File: config.mk
export PLATFORM = sky130hd
export DESIGN_NAME = sdram_cmd_seq
export DESIGN_NICKNAME = d
export VERILOG_FILES = /design/src/rtl/seq_pkg.sv /design/src/rtl/seq_bank_table.sv /design/src/rtl/seq_refresh_timer.sv /design/src/rtl/seq_rd_pipe.sv /design/src/rtl/sdram_cmd_seq.sv
export SDC_FILE = /design/constraint.sdc
export NUM_CORES = 1
export LEC_CHECK = 0
export ABC_AREA = 0
export BUFFER_PORTS_ARGS = -buffer_cell sky130_fd_sc_hd__buf_2
export CORE_MARGIN = 3
export CORE_UTILIZATION = 50
export CTS_CLUSTER_SIZE = 14
export DETAILED_ROUTE_END_ITERATION = 12
export PLACE_DENSITY = 0.7
export SLEW_MARGIN = 30
export SYNTH_ARGS = -nofsm -noshare
export SYNTH_HDL_FRONTEND = slang
export SYNTH_SLANG_ARGS = --single-unit
File: constraint.sdc
create_clock -name clk -period 3.3 [get_ports clk]
set_clock_uncertainty 0.2 [all_clocks]
set_input_delay 0.165 -clock clk [delete_from_list [all_inputs] [get_ports clk]]
set_output_delay 0.165 -clock clk [all_outputs]
set_load 0.1 [all_outputs]
File: src/rtl/seq_pkg.sv
`timescale 1ns/1ps
package seq_pkg;

  typedef enum logic [2:0] {
    CMD_NOP  = 3'd0,
    CMD_ACT  = 3'd1,
    CMD_RD   = 3'd2,
    CMD_WR   = 3'd3,
    CMD_PRE  = 3'd4,
    CMD_PREA = 3'd5,
    CMD_REF  = 3'd6
  } cmd_e;

  function automatic int max2(input int a, input int b);
    return (a > b) ? a : b;
  endfunction

endpackage

File: src/rtl/seq_bank_table.sv
`timescale 1ns/1ps
module seq_bank_table #(
  parameter int NUM_BANKS = 4,
  parameter int ROW_W     = 13,
  parameter int BANK_W    = 2
) (
  input  logic              clk,
  input  logic              rst_n,
  input  logic [BANK_W-1:0] lk_bank,
  input  logic [ROW_W-1:0]  lk_row,
  output logic              lk_open,
  output logic              lk_hit,
  output logic              any_open,
  input  logic              open_en,
  input  logic              close_en,
  input  logic              close_all,
  input  logic [BANK_W-1:0] upd_bank,
  input  logic [ROW_W-1:0]  upd_row
);

  logic [NUM_BANKS-1:0] open_q;
  logic [ROW_W-1:0]     row_q [NUM_BANKS];

  for (genvar g = 0; g < NUM_BANKS; g++) begin : g_bank
    always_ff @(posedge clk or negedge rst_n) begin
      if (!rst_n) begin
        open_q[g] <= 1'b0;
        row_q[g]  <= '0;
      end else if (close_all) begin
        open_q[g] <= 1'b0;
      end else if (upd_bank == BANK_W'(g)) begin
        if (open_en) begin
          open_q[g] <= 1'b1;
          row_q[g]  <= upd_row;
        end else if (close_en) begin
          open_q[g] <= 1'b0;
        end
      end
    end
  end

  assign lk_open  = open_q[lk_bank];
  assign lk_hit   = lk_open && (row_q[lk_bank] == lk_row);
  assign any_open = |open_q;

endmodule

File: src/rtl/seq_refresh_timer.sv
`timescale 1ns/1ps
module seq_refresh_timer #(
  parameter int REF_INT = 780
) (
  input  logic clk,
  input  logic rst_n,
  input  logic ref_done,
  output logic ref_pend
);

  localparam int CNT_W = $clog2(REF_INT);

  logic [CNT_W-1:0] cnt_q;
  logic             tick;

  assign tick = (cnt_q == CNT_W'(REF_INT - 1));

  always_ff @(posedge clk or negedge rst_n) begin
    if (!rst_n) begin
      cnt_q    <= '0;
      ref_pend <= 1'b0;
    end else begin
      cnt_q    <= tick ? '0 : cnt_q + 1'b1;
      ref_pend <= tick | (ref_pend & ~ref_done);
    end
  end

endmodule

File: src/rtl/seq_rd_pipe.sv
`timescale 1ns/1ps
module seq_rd_pipe #(
  parameter int DEPTH = 2
) (
  input  logic clk,
  input  logic rst_n,
  input  logic rd_cmd,
  output logic rd_valid
);

  logic [DEPTH-1:0] pipe_q;

  for (genvar i = 0; i < DEPTH; i++) begin : g_stage
    always_ff @(posedge clk or negedge rst_n) begin
      if (!rst_n)      pipe_q[i] <= 1'b0;
      else if (i == 0) pipe_q[i] <= rd_cmd;
      else             pipe_q[i] <= pipe_q[(i == 0) ? 0 : i - 1];
    end
  end

  assign rd_valid = pipe_q[DEPTH-1];

endmodule

File: src/rtl/sdram_cmd_seq.sv
`timescale 1ns/1ps
module sdram_cmd_seq #(
  parameter int NUM_BANKS = 4,
  parameter int ROW_W     = 13,
  parameter int COL_W     = 10,
  parameter int T_RCD     = 3,
  parameter int T_RP      = 3,
  parameter int T_RFC     = 10,
  parameter int BURST_CYC = 2,
  parameter int CL_X2     = 4,
  parameter int REF_INT   = 780,
  localparam int BANK_W   = $clog2(NUM_BANKS),
  localparam int ADDR_W   = seq_pkg::max2(ROW_W, COL_W)
) (
  input  logic              clk,
  input  logic              rst_n,
  input  logic              req_valid,
  output logic              req_ready,
  input  logic              req_write,
  input  logic [BANK_W-1:0] req_bank,
  input  logic [ROW_W-1:0]  req_row,
  input  logic [COL_W-1:0]  req_col,
  input  logic              req_autopre,
  output logic [2:0]        cmd_o,
  output logic [BANK_W-1:0] cmd_bank,
  output logic [ADDR_W-1:0] cmd_addr,
  output logic              cmd_ap,
  output logic              rd_valid
);
  import seq_pkg::*;

  localparam int CAS_LAT  = CL_X2 / 2;
  localparam int WAIT_MAX = T_RFC + T_RP + T_RCD + BURST_CYC;
  localparam int WAIT_W   = $clog2(WAIT_MAX + 1);

  if ((CL_X2 % 2) != 0 || CL_X2 < 2) begin : g_bad_cl
    $error("CAS latency must be a whole number of clocks, at least one");
  end

  // Clocks the sequencer must stay silent after issuing command c.
  function automatic logic [WAIT_W-1:0] recovery(input cmd_e c, input logic ap);
    case (c)
      CMD_ACT:           return WAIT_W'(T_RCD - 1);
      CMD_PRE, CMD_PREA: return WAIT_W'(T_RP - 1);
      CMD_REF:           return WAIT_W'(T_RFC - 1);
      CMD_RD, CMD_WR:    return ap ? WAIT_W'(BURST_CYC + T_RP - 1) : WAIT_W'(BURST_CYC - 1);
      default:           return '0;
    endcase
  endfunction

  // Named internal events, observed by the bound checker.
  logic [WAIT_W-1:0] wait_q;
  logic              ref_pend;
  logic              ref_issue;
  logic              lk_open, lk_hit, any_open;
  logic              open_en, close_en, close_all;

  cmd_e              dec_cmd;
  logic [ADDR_W-1:0] dec_addr;
  logic              dec_ap;
  logic [2:0]        cmd_q;
  logic [BANK_W-1:0] bank_q;
  logic [ADDR_W-1:0] addr_q;
  logic              ap_q;

  seq_bank_table #(.NUM_BANKS(NUM_BANKS), .ROW_W(ROW_W), .BANK_W(BANK_W)) u_banks (
    .clk(clk), .rst_n(rst_n),
    .lk_bank(req_bank), .lk_row(req_row),
    .lk_open(lk_open), .lk_hit(lk_hit), .any_open(any_open),
    .open_en(open_en), .close_en(close_en), .close_all(close_all),
    .upd_bank(req_bank), .upd_row(req_row)
  );

  seq_refresh_timer #(.REF_INT(REF_INT)) u_refresh (
    .clk(clk), .rst_n(rst_n), .ref_done(ref_issue), .ref_pend(ref_pend)
  );

  seq_rd_pipe #(.DEPTH(CAS_LAT)) u_rdpipe (
    .clk(clk), .rst_n(rst_n), .rd_cmd(cmd_q == CMD_RD), .rd_valid(rd_valid)
  );

  always_comb begin
    dec_cmd   = CMD_NOP;
    dec_addr  = '0;
    dec_ap    = 1'b0;
    req_ready = 1'b0;
    open_en   = 1'b0;
    close_en  = 1'b0;
    close_all = 1'b0;
    ref_issue = 1'b0;
    if (wait_q == '0) begin
      if (ref_pend) begin
        if (any_open) begin
          dec_cmd   = CMD_PREA;
          close_all = 1'b1;
        end else begin
          dec_cmd   = CMD_REF;
          ref_issue = 1'b1;
        end
      end else if (req_valid) begin
        if (lk_hit) begin
          dec_cmd   = req_write ? CMD_WR : CMD_RD;
          dec_addr  = ADDR_W'(req_col);
          dec_ap    = req_autopre;
          close_en  = req_autopre;
          req_ready = 1'b1;
        end else if (lk_open) begin
          dec_cmd  = CMD_PRE;
          close_en = 1'b1;
        end else begin
          dec_cmd  = CMD_ACT;
          dec_addr = ADDR_W'(req_row);
          open_en  = 1'b1;
        end
      end
    end
  end

  always_ff @(posedge clk or negedge rst_n) begin
    if (!rst_n) begin
      cmd_q  <= CMD_NOP;
      bank_q <= '0;
      addr_q <= '0;
      ap_q   <= 1'b0;
      wait_q <= '0;
    end else begin
      cmd_q  <= dec_cmd;
      bank_q <= (dec_cmd == CMD_NOP || dec_cmd == CMD_PREA || dec_cmd == CMD_REF) ? '0 : req_bank;
      addr_q <= dec_addr;
      ap_q   <= dec_ap;
      wait_q <= (wait_q != '0) ? wait_q - 1'b1 : recovery(dec_cmd, dec_ap);
    end
  end

  assign cmd_o    = cmd_q;
  assign cmd_bank = bank_q;
  assign cmd_addr = addr_q;
  assign cmd_ap   = ap_q;

endmodule

Word level (Yosys, flattened, before mapping)
Cells that the tools add are included.

Shift operators: 0. Add/sub/neg operators: 2. Magnitude comparators: 2. Mux-type cells: 56. Equality and inequality tests: 12. Multipliers: 0. Div/mod/pow operators: 0. Bitwise logic cells: 5. Reductions and logical operators: 23.

Operator list (count): $mux 13 (7); $mux 1 (36); $bmux 13 s2 (1); $mux 3 (6); $eq 13x13->1 (1); $pmux 4 s3 (1); $reduce_and 3->1 (4); $add 10x1->10 const B (1); $eq 10x10->1 const B (1); $mux 10 (1); $eq 3x2->1 const B (3); $eq 3x3->1 const B (3); $reduce_and 2->1 (4); $reduce_bool 2->1 (4); $logic_not 5->1 (1); $mux 5 (1); $reduce_bool 5->1 (1); $sub 5x1->5 const B (1); $eq 2x2->1 const B (2); $mux 2 (2); $reduce_or 4->1 (1); $eq 3x1->1 const B (1); $ge 3x3->1 const B (1); $logic_not 3->1 (1); 13 further kinds (15).

Register bits: 93. Input bits: 30. ROM bits: 0. Bits in writable memories: 0. Word-level logic and storage cells: 117. Output and inout bits: 21. Latch bits: 0. Memories kept: 0.

Longest topological paths before layout
Depth after elaboration: 14. Gate-level depth with buffers: 9. Gate-level depth less buffers: 8.

By module
A second synthesis with hierarchy kept.

Cell total of the unflattened synthesis: 326. Area total of the unflattened synthesis: 4339.2 µm².

Modules (own cells, without submodules): seq_bank_table (times used 1, cells each 182, area each 2722.6 µm², sequential area each 1401.3 µm²); sdram_cmd_seq (times used 1, cells each 97, area each 1063.5 µm², sequential area each 600.6 µm²); seq_refresh_timer (times used 1, cells each 45, area each 503.0 µm², sequential area each 275.3 µm²); seq_rd_pipe (times used 1, cells each 2, area each 50.0 µm², sequential area each 50.0 µm²).

Worst setup path before layout
Ideal clock, no wire load.

Path kind: input to output. Start point: input port req_bank[0]. End point: output port req_ready. Arrival: 3.554 ns. Path buffers: 2. Stages on the path: 8. Setup slack: -0.619 ns. Required time: 2.935 ns. Path through: buf_6 > buf_6 > mux4_2 > xnor2_1 > nand4_1 > a21oi_2 > nand2_1 > nor3_1.

Cells in the longest elaborated chain, start to end: 10. Elaborated cells on any way between the ends: 12. Classes of those cells: 1 x eq/ne; 9 x mux; 1 x bitwise; 1 x reduce/logical.

Ends and longest elaborated chain: start, declared (line sdram_cmd_seq.sv:20) `input logic [BANK_W-1:0] req_bank,`; $not 2->3 (implied by the code) (line seq_bank_table.sv:43) `assign lk_hit = lk_open && (row_q[lk_bank] == lk_row);`; $bmux 13 s2 (line seq_bank_table.sv:43); $mux 13 (implied by the code) (2 in series) (line seq_bank_table.sv:43); $eq 13x13->1 (line seq_bank_table.sv:43); $logic_and 1x1->1 (*) (line seq_bank_table.sv:43); $mux 1 (*) (line sdram_cmd_seq.sv:101) `if (lk_hit) begin`; $mux 1 (*) (line sdram_cmd_seq.sv:100) `end else if (req_valid) begin`; $mux 1 (*) (line sdram_cmd_seq.sv:92) `if (ref_pend) begin`; $mux 1 (*) (line sdram_cmd_seq.sv:91) `if (wait_q == '0) begin`; end, declared (line sdram_cmd_seq.sv:18) `output logic req_ready,`.

Every way passes the cells marked *; elsewhere a longest branch is shown, timed or not. The select of a mux whose other input is x is not followed.

Worst setup path after layout
Start point: register wait_q[0]. End point: register u_banks.row_q[46] (netlist bit).

Cells in the longest elaborated chain, start to end: 4. Elaborated cells on any way between the ends: 5. Classes of those cells: 2 x mux; 1 x bitwise; 2 x reduce/logical.

Ends and longest elaborated chain: start, declared (line sdram_cmd_seq.sv:52) `logic [WAIT_W-1:0] wait_q;`; start signal, assigned (line sdram_cmd_seq.sv:131) `wait_q <= (wait_q != '0) ? wait_q - 1'b1 : recovery(dec_cmd, dec_ap);`; $logic_not 5->1 (*) (line sdram_cmd_seq.sv:91); $mux 1 (line sdram_cmd_seq.sv:91); $not 1->1 (no line); $reduce_and 3->1 (no line) (*); end signal, assigned by index (line seq_bank_table.sv:34) `row_q[g] <= upd_row;`; end, declared (line seq_bank_table.sv:22) `logic [ROW_W-1:0] row_q [NUM_BANKS];`.

Every way passes the cells marked *; elsewhere a longest branch is shown, timed or not. A chain may end at the register's enable or synchronous reset.

==> results by stage <==
Route:
- The number of DRC markers in iteration 0 is 137.
- The length of the first detailed-routing pass in iterations is 4.
- After detailed routing, the number of remaining DRC violations is 0.
- The routed wire length is 9230 microns.
- For this block, the via count after detailed routing is 2968.
- In the final routed layout, each cell accounts on average for 17.6 microns.
- Dividing the detail-routed via count by the number of cells gives 5.65.
- The post-detailed-route count of antenna-violating nets is 0.

Timing:
- The number of setup violations in the final report is 0.
- Setup total negative slack on the finished layout was measured at 0 ps.
- The final number of hold-violating endpoints came to 0.
- Hold timing on the final database bottoms out at a slack of 26.4 ps.
- The portion of the clock cycle consumed by the worst path in the final layout is 85.3%.
- The worst path in the final design needs a cycle of 2810 ps, including I/O delays and setup.
- Setup repair after global routing left no endpoint under its margin.
- The final-report max-slew violation count was 0.
- The max-slew headroom at the worst pin is 53.2%.
- The peak clock frequency supported by timing is 355 MHz.
- For the pin with the worst max-slew slack, the measured transition is 702 ps.

Floorplan:
- The number of core rows is 33.
- In this run the vertical extent of the chip is 98.8 microns.
- The die area is 9750 sq um.
- The initial core utilization is 51.8%.
- The standard cell core area is 8300 sq um.
- From left edge to right edge, the die measures 98.8 microns.
- During I/O placement, the number of pins put on the boundary was 51.

Placed design:
- The port buffer count is 50.
- Once detailed placement completed, the half-perimeter wirelength came to 6060 microns.
- The post-placement cell count is 474.
- The congestion estimate from routability-driven global placement came to 0.820.

Critical path:
- The critical path arrival is 2850 ps.
- The required time at the worst-slack endpoint is 3340 ps.
- The critical path class is register to register.
- The endpoint kind of the worst setup timing path is a register.
- Of all nets on the critical path, the largest fanout is 14.
- STA classifies the critical path startpoint as a register.
- The worst setup slack for register-to-register paths is 490 ps.

Clock tree:
- The cell sitting at the root of the clock tree is a sky130_fd_sc_hd__clkbuf_8.
- TritonCTS built the clock tree.
- Buffers added to address setup during post-CTS repair amount to 0.
- The H-tree was split into 3 levels.
- Clock tree synthesis found a total of 93 sinks.
- The count of cells resized by post-cts repair is 0.
- The TritonCTS buffer count is 9.
- The clock slew seen by the registers of the worst setup and hold paths is 90 ps.
- The latest clock arrival within the worst-skew pair is 360 ps.
- The deepest clock path buffer count is 2.

Pwr:
- The power dissipated by switching net loads is 1.14 mW.
- The worst-case IR drop observed on VDD is 0.259 mV.
- Of the total power, the clock network draws 19.5%.
- The total power per unit cell area is 667 nW/um^2.
- The static leakage is 2.46 nW.
- Per report_power, the sequential group accounts for 48.6% of the total.
- The design draws 3.50 mW.
- The net switching fraction of the power is 32.5%.
- The combinational share of power is 31.9%.
- The cell internal power dissipation is 2.36 mW.

Worst hold path:
- The path class of the tightest hold or removal check is input pin to register.

Synth:
- After synthesis, the share of flip-flops with an asynchronous set or reset is 100%.
- The portion of netlist area occupied by mux cells is 21.3%.
- The post-synthesis net count is 351.
- Synthesis handed over a netlist of 319 instances.
- After synthesis, the largest family of logic cells by area is multiplexers.
- Summing the areas of all compound-gate instances in the mapped netlist gives 4.57% of the synthesized area.
- The cell type with the largest total area after synthesis is sky130_fd_sc_hd__dfrtp_1.
- The share of the synthesized netlist area taken by xor and xnor gates is 4.89%.
- Among all flip-flop cells after synthesis, the most frequent one is sky130_fd_sc_hd__dfrtp_1.
- The most used standard cell by instance count after synthesis is sky130_fd_sc_hd__dfrtp_1.
- The post-synthesis area per instance is 13.5 sq um.
- The Yosys step of the flow raised 0 warnings.
- Counting instances in the post-synthesis netlist gives the leading cell types as sky130_fd_sc_hd__dfrtp_1 (93), sky130_fd_sc_hd__mux2_2 (50), sky130_fd_sc_hd__nand2_1 (20).
- The number of distinct library cells after synthesis is 44.
- The adder and majority cell fraction of the synthesized area is 0.582%.
- Synthesis inferred 93 register bits.
- Yosys mapped a number of flops with a built-in enable equal to 0.
- The area fraction of the dominant cell type after synthesis is 54.1%.
- The share of synthesized area occupied by flip-flops and latches is 54.1%.
- The area of the mapped netlist is 4300 sq um.
- Yosys attributes the largest share of cell area to sky130_fd_sc_hd__dfrtp_1 (54%), sky130_fd_sc_hd__mux2_2 (13%), sky130_fd_sc_hd__mux4_2 (5.8%).
- Summing the areas of all and, or, nand and nor instances in the mapped netlist gives 11.8% of the synthesized area.

Finish:
- The number of antenna repair diodes is 0.
- Relative to the synthesized area, the layout overhead comes to 21.8%.
- Of the cells placed in the final design, the portion with a size suffix greater than 1 is 36.0%.
- The count of filler cells inserted in the layout is 635.
- Excluding fillers, the count of instances in the completed layout stands at 525.
- The post-layout net count is 448.

Run:
- The max-cap check violation count is 0.

Global route:
- The first global-routing pass estimated 15800 microns of wire.
- The number of antenna violations at the first check in global routing is 0.
- The via count of the first global-routing pass came to 3125.
- The largest net degree at the start of global routing is 57.
- The total overflow left after global routing is 0.
- Global routing used 20.4% of the available tracks.

Status:
- The flow ran to the end, and the final reports show no timing, DRC or antenna violations.
-- flip-flops by register name (all words and copies together), names as in the netlist, 2 cells and up --
signal,flops
cmd_addr,13
cmd_bank,2
cmd_o,3
u_banks.open_q,4
u_banks.row_q,52
u_refresh.cnt_q,10
wait_q,5
-- metal layers --
metal	track usage, %	vias up	routed length (microns)
met5	0	-	0
li1	-	1355	-
met4	8.30	0	196
met1	29.2	1505	4190
met2	31.6	91	4320
met3	2.69	17	521
-- logic make-up after synthesis --
family          after synthesis
flops                        93
mux                          71
xor+xnor                     24
buf+inv                      18
simple gates                 80
compound gates               31
fa+ha+maj                     2
-- final cells by class --
cell class / count / area (sq um) / area share, %
repair buffers: 100 / 733 / 14.0
multi-input cells: 208 / 1860 / 35.5
inverters: 4 / 15.0 / 0.286
well taps: 105 / 131 / 2.51
clock buffers: 10 / 138 / 2.63
clock inverters: 5 / 37.5 / 0.716
flip-flops and latches: 93 / 2330 / 44.4
-- worst max-delay path: stages (launching register included) --
cell and delay (ps):
sky130_fd_sc_hd__dfrtp_1 410, sky130_fd_sc_hd__inv_1 70, sky130_fd_sc_hd__ha_1 220, sky130_fd_sc_hd__or4b_4 530, sky130_fd_sc_hd__nor3b_4 340, sky130_fd_sc_hd__nand2_4 150, sky130_fd_sc_hd__nor3_4 140, sky130_fd_sc_hd__buf_4 270
sky130_fd_sc_hd__mux2_2 370
-- metrics by stage --
stage / worst slack (ps) / instance area (sq um) / util (%)
floorplan: 233 / 4310 / -
global placement: 565 / 4710 / 56.7
detailed placement: 534 / 4710 / 56.7
CTS: 492 / 5240 / 63.2
global route: 364 / 5240 / 63.2
finish: 486 / 5240 / 63.2
-- placed cells by master, fill, tap and decap left out, types with 12 or more instances in the layout --
| master | netlist | final |
|---|---|---|
| sky130_fd_sc_hd__dfrtp_1 | 93 | 93 |
| sky130_fd_sc_hd__mux2_2 | 50 | 50 |
| sky130_fd_sc_hd__buf_2 | 3 | 48 |
| sky130_fd_sc_hd__dlygate4sd3_1 | 0 | 36 |
| sky130_fd_sc_hd__nand2_1 | 20 | 20 |
| sky130_fd_sc_hd__buf_4 | 1 | 15 |
| sky130_fd_sc_hd__nand4_1 | 14 | 14 |
| sky130_fd_sc_hd__xnor2_1 | 14 | 14 |
| sky130_fd_sc_hd__a21oi_1 | 13 | 13 |
| sky130_fd_sc_hd__nor2_1 | 12 | 12 |
-- timing repair --
| action | 4_1_cts | 5_1_grt |
|---|---|---|
| hold buffers | 36 | 0 |
| endpoints found under the hold margin | 123 | 0 |
| endpoints found under the setup margin | 0 | 0 |
-- power by group through the flow --
stage,logic [mW],registers [mW],clock network (mW)
global placement,1.05,1.70,0
floorplan,0.775,1.75,0
global route,1.22,1.74,0.743
detailed placement,1.08,1.72,0
CTS,1.12,1.69,0.702
finish,1.11,1.70,0.682
-- path summary, 6_finish.rpt --
path                                               from                             to  depth (start not counted)
setup reg to reg                    wait_q[0]$_DFF_PN0_  u_banks.row_q[46]$_DFFE_PN0P_                          8
hold reg to reg            u_rdpipe.pipe_q[0]$_DFF_PN0_    u_rdpipe.rd_valid$_DFF_PN0_                          0
min in group asynchronous                         rst_n            wait_q[4]$_DFF_PN0_                          2
setup / recovery                    wait_q[0]$_DFF_PN0_  u_banks.row_q[46]$_DFFE_PN0P_                          8
max in group asynchronous                         rst_n  u_banks.row_q[30]$_DFFE_PN0P_                          3
hold / removal                                req_valid             cmd_o[2]$_DFF_PN0_                          4
Power figures use the tool's default switching activity.
